<file path="config.mk">
export PLATFORM = sky130hd
export DESIGN_NAME = pcm_byte_serializer
export DESIGN_NICKNAME = d
export VERILOG_FILES = /design/src/rtl/pcm_byte_serializer.sv
export SDC_FILE = /design/constraint.sdc
export NUM_CORES = 1
export LEC_CHECK = 0
export ABC_CLOCK_PERIOD_IN_PS = 1300
export BUFFER_PORTS_ARGS = -buffer_cell sky130_fd_sc_hd__buf_4
export CORE_AREA = 2 2 39 41
export CTS_BUF_LIST = sky130_fd_sc_hd__clkbuf_16
export DETAILED_ROUTE_END_ITERATION = 7
export DIE_AREA = 0 0 41 43
export PLACE_DENSITY = 0.82
export SLEW_MARGIN = 20
export SYNTH_ARGS = -nofsm -noshare
export SYNTH_HDL_FRONTEND = slang
export SYNTH_SLANG_ARGS = --single-unit
</file>
<file path="constraint.sdc">
create_clock -name clk -period 1.3 [get_ports clk]
set_input_delay 0.195 -clock clk [delete_from_list [all_inputs] [get_ports clk]]
set_output_delay 0.195 -clock clk [all_outputs]
set_load 0.1 [all_outputs]
</file>
<file path="src/rtl/pcm_byte_serializer.sv">
module pcm_byte_serializer #(
  parameter int WIDTH = 8
) (
  input  logic             clk,
  input  logic             rst_n,
  input  logic             bit_clk_i,
  input  logic             word_clk_i,
  input  logic [WIDTH-1:0] fifo_data_i,
  input  logic             fifo_empty_i,
  input  logic             underrun_clr_i,
  output logic             fifo_rd_o,
  output logic             load_n_o,
  output logic             sdata_o,
  output logic             bit_sync_o,
  output logic             word_sync_o,
  output logic             underrun_o
);
  localparam int MSB = WIDTH - 1;
  localparam logic [WIDTH-1:0] IDLE_WORD = '1;

  logic [WIDTH-1:0] shreg;
  logic             bit_q, word_q, sdata_q, urun_q;
  logic             load_act, load_start, bit_rise;

  assign load_act   = ~(word_clk_i | bit_clk_i);
  assign load_start = load_act & (bit_q | word_q);
  assign bit_rise   = bit_clk_i & ~bit_q;

  assign fifo_rd_o   = ~word_clk_i;
  assign load_n_o    = ~load_act;
  assign bit_sync_o  = bit_clk_i;
  assign word_sync_o = ~(~word_clk_i);
  assign sdata_o     = sdata_q;
  assign underrun_o  = urun_q;

  always_ff @(posedge clk or negedge rst_n) begin
    if (!rst_n) begin
      bit_q  <= 1'b0;
      word_q <= 1'b0;
    end else begin
      bit_q  <= bit_clk_i;
      word_q <= word_clk_i;
    end
  end

  always_ff @(posedge clk or negedge rst_n) begin
    if (!rst_n) begin
      shreg   <= IDLE_WORD;
      sdata_q <= 1'b1;
    end else if (load_start) begin
      shreg <= fifo_empty_i ? IDLE_WORD : fifo_data_i;
    end else if (bit_rise) begin
      sdata_q <= shreg[MSB];
      shreg   <= {shreg[MSB-1:0], 1'b1};
    end
  end

  always_ff @(posedge clk or negedge rst_n) begin
    if (!rst_n)
      urun_q <= 1'b0;
    else if (load_start && fifo_empty_i)
      urun_q <= 1'b1;
    else if (underrun_clr_i)
      urun_q <= 1'b0;
  end
endmodule

</file>
==> impl_metrics.toml, run 1 <==
[run_status]
outcome = "complete, no violations"

[floorplan]
ios = 20
core_area_um2 = 1380
die_area_um2 = 1760
start_util = 0.433
die_w_um = 41
die_h_um = 43
rows = 14

[setup_path]
critPathCaptureType = "output port"
crit_arrival_ns = 1.04
r2r_cells = 3
worstSetupPathType = "flop to output port"
crit_slowest_cell = "dfstp_2"
critPathMaxStageDelay_ns = 0.52
start_kind = "flop"
cp.buffers_inverters = 1
path_cells = "buf_4"
crit_cells = 1
cp_max_fo = 2
critical_path.top_delay_family = "flip-flops"
crit_required_ns = 1.11

[sta]
tightest_slew_ns = 0.280
setup-violations-final = 0
slew_headroom = 0.815
layout_worst_path_cycle_share = 0.946
fin_crit_ns = 1.23
fin_setup_tns_ns = 0
fmax_mhz = 813
hold_violations = 0
maxSlewViolCount = 0
skew_ns = 0.000544
rsz0062_at_grt = "false"

[routing]
ant_nets = 0
viasPerCell = 4.80
num_vias = 408
routedWlPerCell_um = 12.4
wl_um = 1060
drcViolationCount = 0
dr.pass1.iters = 2
drtIter0Drc = 1

[grt]
grt_overflow = 0
grt_pass1_wl_um = 1680
grt_usage = 0.150
antenna_found_initial = 0
grt_max_degree = 13
first_global_vias = 381

[clock_tree]
cts_resized = 0
clock-sinks = 12
h-tree-depth = 1
postCtsHoldBufs = 1
cts-root-buf = "clkbuf_16"
cts.clk_slew.worst_paths_ns = 0.04
postCtsSetupRepairBufs = 0
insertion_delay_ns = 0.24
cts_tree = "built"
clock_path_buffers = 2
cts_buffers = 3

[power]
p_per_area_nw_per_um2 = 1710
ir_drop_mv = 0.992
power_leakage_nw = 0.375

[logic_synthesis]
syn-cell-area_um2 = 599
yosys_warnings = 0
synth_fp_nets = 63
synth_seq_cells = 12
netlist_instances = 49
synth_area_per_cell_um2 = 12.2
synth-seq-area-share = 0.520
ys_types = 14

[finish]
utilization = 0.593
fin_cells = 85
drive_gt1_frac = 0.493
final_common_cell = "buf_4"
area_growth_pct = 37.0
diodes = 0
most-common-layout-cells = "buf_4, mux2i_1, nor2_1, dfstp_2"
num-nets-final = 84

[placed_design]
hpwl_um = 727
gp_congestion = 0.680
post-place-cells = 80
port_buffers = 19

[min_path]
hold_path_depth = 1
hold_class = "input pin to flop"

[run]
drv_cap = 0
==> logic make-up after synthesis <==
group	synth area share
simple gates	0.121
flops	0.520
compound gates	0.0146
buf+inv	0.0752
mux	0.269
==> metrics by stage <==
stage | power (mW) | setup slack (ns) | hold slack, ns | cell area [um2]
finish | 1.41 | 0.0699 | 0.0837 | 821
global route | 1.47 | 0.0374 | 0.0823 | 821
CTS | 1.42 | 0.0637 | 0.0805 | 821
detailed placement | 0.852 | 0.114 | 0.0405 | 732
global placement | 0.844 | 0.162 | 0.0378 | 732
floorplan | 0.769 | 0.0862 | -0.101 | 599
==> per-layer routing <==
layer	global-route usage	vias to the layer above	wire length (um)
li1	-	200	-
met1	0.194	189	479
met2	0.197	17	472
met3	0.0628	2	90
met4	0.100	0	12
met5	0	-	0
==> final cells by class <==
cell class / instances / area, um2
clock buffers: 3 / 75.1
clock inverters: 1 / 3.75
fillers: 124 / 563
inverters: 2 / 7.51
multi-input cells: 30 / 243
flip-flops and latches: 12 / 312
well taps: 16 / 20.0
repair buffers: 21 / 160
==> synth_stat cells, drive strengths merged <==
master	number	area share
mux2i	15	0.25
dfrtp	3	0.13
nor2	11	0.10
dfstp	9	0.39
buf	5	0.063
or2	1	0.010
mux2	1	0.019
inv	2	0.013
nor2b	1	0.010
a22o	1	0.015
==> path summary, 6_finish.rpt <==
kind / startpoint / end / slack, ns
min: bit_clk_i / bit_q / 0.08
min in group asynchronous: rst_n / underrun_o / 0.33
min reg2reg: underrun_o / underrun_o / 0.51
max reg2reg: bit_q / sdata_o / 0.19
max in group asynchronous: rst_n / shreg[4] / 0.74
max: sdata_o / sdata_o / 0.07
==> where the power goes <==
part | total [mW] | switching [mW] | internal, mW
clock | 0.557 | 0.153 | 0.404
combinational | 0.333 | 0.222 | 0.111
sequential | 0.516 | 0.0331 | 0.483
total | 1.41 | 0.408 | 0.998
==> registers in the layout, indices dropped and copies added (netlist names) <==
register and flops:
sdata_o 1, underrun_o 1, word_q 1, shreg 8, bit_q 1
No activity file was read; power rests on OpenSTA's default activity.
==> run 2, diff against run 1 <==
- ABC_AREA: unset -> 1
- CORE_AREA: 2 2 39 41 -> unset
- CORE_MARGIN: unset -> 2
- CORE_UTILIZATION: unset -> 49
- DIE_AREA: 0 0 41 43 -> unset
- PLACE_DENSITY: 0.82 -> 0.86
==> run 2 against run 1 <==
Setup slack worse by 0.0085 ns. First-iteration DRC count rose to 25 times the previous value. Global-route usage up 4.3 points. Maximum frequency down 0.69%. Non-clock buffer count down 1. Die area down 0.66%. Area after synthesis up 17%. Routed wire length up 48%. Clock power up 2%. Count of clock-buffer cells in the layout unchanged. Via count up 53%. Synthesized cell count up 78%.
==> impl_metrics.toml, run 2 <==
[run_status]
outcome = "complete, no violations"

[setup_path]
crit_cells = 1
crit_arrival_ns = 1.04
cp.buffers_inverters = 1
critical_path.top_delay_family = "flip-flops"
crit_end = "sdata_o"
cp_max_fo = 2
path_cells = "buf_4"
start_kind = "flop"
critPathCaptureType = "output port"
reg2reg_from = "bit_q"
reg2reg_slack_ns = 0.18
critPathMaxStageDelay_ns = 0.52
crit_slowest_cell = "dfstp_2"
startpoint = "sdata_o"
r2r_cells = 6
rr_endpoint = "shreg[4]"
worstSetupPathType = "flop to output port"
crit_required_ns = 1.11

[clock_tree]
cts_resized = 0
insertion_delay_ns = 0.24
cts.clk_slew.worst_paths_ns = 0.04
clock-sinks = 12
cts-root-buf = "clkbuf_16"
postCtsHoldBufs = 1
clock_path_buffers = 2
h-tree-depth = 1
cts_buffers = 3
cts_tree = "built"
postCtsSetupRepairBufs = 0

[grt]
first_global_vias = 552
grt_pass1_wl_um = 2560
grt_max_degree = 17
grt_usage = 0.194
grt_overflow = 0
antenna_found_initial = 0

[sta]
fin_crit_ns = 1.24
layout_worst_path_cycle_share = 0.953
rsz0062_at_grt = "false"
maxSlewViolCount = 0
tightest_slew_ns = 0.281
fin_setup_tns_ns = 0
fmax_mhz = 807
slew_headroom = 0.814
setup-violations-final = 0
skew_ns = 0.000740
hold_violations = 0

[finish]
drive_gt1_frac = 0.362
area_growth_pct = 28.7
largest_reg_flops = 8
num-fill-cells = 99
final_common_cell = "nand3_1"
diodes = 0
multi_input_area_um2 = 320
final-seq-area_um2 = 312
most-common-layout-cells = "nand3_1, nand2_1, buf_4, dfstp_2, nor2_1"
largest-register = "shreg"
num-nets-final = 120

[logic_synthesis]
yosys_warnings = 0
synth_ff_type = "dfstp_2"
synth_area_leaders = "dfstp_2, nand3_1, nand2_1"
synth_top_cell_area_share = 0.337
synth.most_common_cell = "nand3_1"
ys_types = 15
yosys.area.top_type = "dfstp_2"
synth_seq_cells = 12
synth_edf_count = 0
syn-cell-area_um2 = 702
synth_area_per_cell_um2 = 8.07
synth_common_cells = "nand3_1, nand2_1, dfstp_2"
synth_fp_nets = 101
netlist_instances = 87
synth-seq-area-share = 0.444
synthArstFlopShare = 1.00

[routing]
drtIter0Drc = 25
wl_um = 1560
routedWlPerCell_um = 13.0
ant_nets = 0
num_vias = 626
viasPerCell = 5.22
drcViolationCount = 0
dr.pass1.iters = 4

[power]
p_per_area_nw_per_um2 = 1540
p_sw_mw = 0.422
finalPower_mw = 1.39
clock_power_share = 0.410
p_comb_frac = 0.231
ir_drop_mv = 0.797
sw_frac_of_total = 0.304
p_int_mw = 0.967
power_leakage_nw = 0.463
p_seq_frac = 0.358

[placed_design]
port_buffers = 19
gp_congestion = 0.814
hpwl_um = 969

[floorplan]
die_area_um2 = 1750
ios = 20
start_util = 0.533
die_w_um = 41.9
core_area_um2 = 1320
die_h_um = 41.9
rows = 13

[run]
drv_cap = 0

[min_path]
hold_class = "input pin to flop"
## run 2: changes by cell type after synthesis, sizes merged
| cell | before | now |
|---|---|---|
| nand2 | 0 | 29 |
| nand3 | 0 | 25 |
| mux2i | 15 | 0 |
| inv | 2 | 5 |
| nor2 | 11 | 9 |
| a22o | 1 | 0 |
| clkbuf | 0 | 1 |
| mux2 | 1 | 0 |
| nor2b | 1 | 0 |
| o21ai | 0 | 1 |
| or2 | 1 | 0 |
## run 2: cells by family after synthesis
group | after synthesis | synth area share
flip-flops | 12 | 0.444
AO/OA/AOI/OAI | 1 | 0.00712
buffers and inverters | 11 | 0.0998
AND/OR/NAND/NOR | 63 | 0.449
## run 2: cell type report
class | instances | area share
sequential | 12 | 0.345
clock inverter | 1 | 0.00416
timing repair buffer | 20 | 0.169
inverter | 5 | 0.0235
tap | 15 | 0.0208
multi-input combinational | 64 | 0.355
clock buffer | 3 | 0.0831
## run 2: worst min path at each step
stage                           from          to  slack [ns]  cells after the start
after CTS                 word_clk_i      word_q        0.13                      1
after floorplan                rst_n       bit_q       -0.10                      0
final                     word_clk_i      word_q        0.14                      1
after detailed placement       rst_n  underrun_o        0.04                      1
after global routing      word_clk_i      word_q        0.13                      1
after global placement         rst_n  underrun_o        0.04                      1
## run 2: stage by stage
| stage | std cells | hold WS, ns | worst slack (ns) | util | area, um2 |
|---|---|---|---|---|---|
| final | 120 | 0.135 | 0.0614 | 0.686 | 903 |
| after global routing | 120 | 0.127 | 0.0319 | 0.686 | 903 |
| after CTS | 120 | 0.130 | 0.0583 | 0.686 | 903 |
| after detailed placement | 115 | 0.0398 | 0.263 | 0.618 | 815 |
| after global placement | 115 | 0.0377 | 0.281 | 0.618 | 815 |
| after floorplan | 87 | -0.101 | 0.00278 | - | 702 |
## run 2: routing by layer
metal  routed length, um  vias up  GRT usage
met2                 816       32      0.309
met4                  25        0     0.0774
met1                 642      276      0.256
li1                    -      314          -
met3                  72        4     0.0391
met5                   0        -          0
## run 2: power groups by stage
| stage | Combinational [mW] | Clock (mW) | Sequential [mW] |
|---|---|---|---|
| global route | 0.345 | 0.596 | 0.502 |
| global placement | 0.307 | 0 | 0.497 |
| CTS | 0.321 | 0.576 | 0.496 |
| finish | 0.321 | 0.570 | 0.497 |
| floorplan | 0.181 | 0 | 0.554 |
| detailed placement | 0.312 | 0 | 0.500 |
==> run 3, diff against run 2 <==
- SETUP_SLACK_MARGIN: unset -> 0.1
- SLEW_MARGIN: 20 -> 5
==> run 3 against run 2 <==
Clock skew rose by 0.0023 ns. Highest routed layer unchanged. Worst hold slack got worse by 0.0039 ns. Critical endpoint unchanged. First-iteration DRC count fell by 28%.
==> impl_metrics.toml, run 3 (synthesis results as in run 2) <==
[power]
finalPower_mw = 1.39
power_leakage_nw = 0.468
clock_power_share = 0.408
p_per_area_nw_per_um2 = 1510
p_comb_frac = 0.235
ir_drop_mv = 0.885
p_sw_mw = 0.415
p_seq_frac = 0.357
sw_frac_of_total = 0.298
p_int_mw = 0.977

[clock_tree]
cts-root-buf = "clkbuf_16"
cts.clk_slew.worst_paths_ns = 0.04
h-tree-depth = 1
clock_path_buffers = 2
clock-sinks = 12
cts_buffers = 3
insertion_delay_ns = 0.24
cts_tree = "built"

[routing]
routedWlPerCell_um = 12.2
drcViolationCount = 0
drtIter0Drc = 18
num_vias = 636
dr.pass1.iters = 4
ant_nets = 0
wl_um = 1470
viasPerCell = 5.26

[placed_design]
port_buffers = 19
post-place-cells = 116
hpwl_um = 1040
gp_congestion = 0.773

[sta]
hold_violations = 0
layout_worst_path_cycle_share = 0.904
fmax_mhz = 851
skew_ns = 0.00303
fin_crit_ns = 1.18
tightest_slew_ns = 0.280
rsz0062_at_grt = "false"
slew_headroom = 0.815
fin_setup_tns_ns = 0
setup-violations-final = 0
worst_hold_slack_ns = 0.131
maxSlewViolCount = 0

[setup_path]
path_cells = "buf_8"
cp_max_fo = 2
reg2reg_from = "bit_q"
start_kind = "flop"
r2r_cells = 6
reg2reg_slack_ns = 0.25
crit_slowest_cell = "dfstp_2"
crit_end = "sdata_o"
rr_endpoint = "shreg[4]"
critPathMaxStageDelay_ns = 0.54
worstSetupPathType = "flop to output port"
critPathCaptureType = "output port"
crit_cells = 1
startpoint = "sdata_o"
cp.buffers_inverters = 1
critical_path.top_delay_family = "flip-flops"
crit_arrival_ns = 0.98
crit_required_ns = 1.11

[run_status]
outcome = "complete, no violations"

[grt]
grt_usage = 0.191
antenna_found_initial = 0
first_global_vias = 586
grt_max_degree = 17
grt_pass1_wl_um = 2500
grt_overflow = 0

[finish]
num-fill-cells = 106
drive_gt1_frac = 0.377
utilization = 0.700
largest-register = "shreg"
diodes = 0
num-nets-final = 121
area_growth_pct = 31.4
most-common-layout-cells = "nand3_1, nand2_1, buf_4, dfstp_2, nor2_1"
final_common_cell = "nand3_1"
largest_reg_flops = 8
fin_cells = 121

[floorplan]
rows = 13
ios = 20
die_w_um = 41.9
die_h_um = 41.9
die_area_um2 = 1750
core_area_um2 = 1320
start_util = 0.533

[min_path]
hold_class = "input pin to flop"

[run]
drv_cap = 0
==> run 3: cell types whose count changed in the layout (fill, tap and decap cells not counted), sizes merged <==
cell | before | now
buf | 19 | 20
inv | 5 | 4
clkinvlp | 0 | 1
==> run 3: per-stage QoR <==
step	area, um2	worst slack [ns]
floorplan	706	0.104
global placement	826	0.284
detailed placement	826	0.257
CTS	918	0.103
global route	922	0.101
finish	922	0.124
==> run 3: worst min path at each step <==
stage | start | end | slack, ns | depth (start not counted)
6_report | word_clk_i | word_q | 0.13 | 1
5_1_grt | word_clk_i | word_q | 0.13 | 1
4_1_cts | word_clk_i | word_q | 0.13 | 1
3_5_place_dp | rst_n | bit_q | 0.04 | 1
3_3_place_gp | rst_n | bit_q | 0.04 | 1
2_1_floorplan | rst_n | bit_q | -0.10 | 0
==> run 3: final cells by class <==
cell class                 count  area [um2]  area share
clock inverter                 1        3.75     0.00407
timing repair buffer          21         168       0.182
multi-input combinational     64         320       0.347
clock buffer                   3        75.1      0.0814
tap                           15        18.8      0.0204
inverter                       5        25.0      0.0271
sequential                    12         312       0.338
==> run 3: what timing repair did <==
| item | CTS | global route |
|---|---|---|
| hold buffers | 1 | 0 |
| hold endpoints to repair | 12 | 0 |
| setup endpoints to repair | 1 | 1 |
| setup buffers | 0 | 0 |
| resized for setup | 1 | 1 |
==> run 3: power by group through the flow <==
| stage | registers (mW) | logic, mW | clock network, mW |
|---|---|---|---|
| after global placement | 0.497 | 0.311 | 0 |
| final | 0.496 | 0.327 | 0.568 |
| after global routing | 0.504 | 0.352 | 0.595 |
| after detailed placement | 0.498 | 0.318 | 0 |
| after CTS | 0.495 | 0.325 | 0.576 |
| after floorplan | 0.554 | 0.183 | 0 |
==> run 3: metal layers <==
layer  GRT usage  wire, um
met3      0.0696        97
met5           0         0
met4      0.0968        30
met1       0.221       612
met2       0.306       733
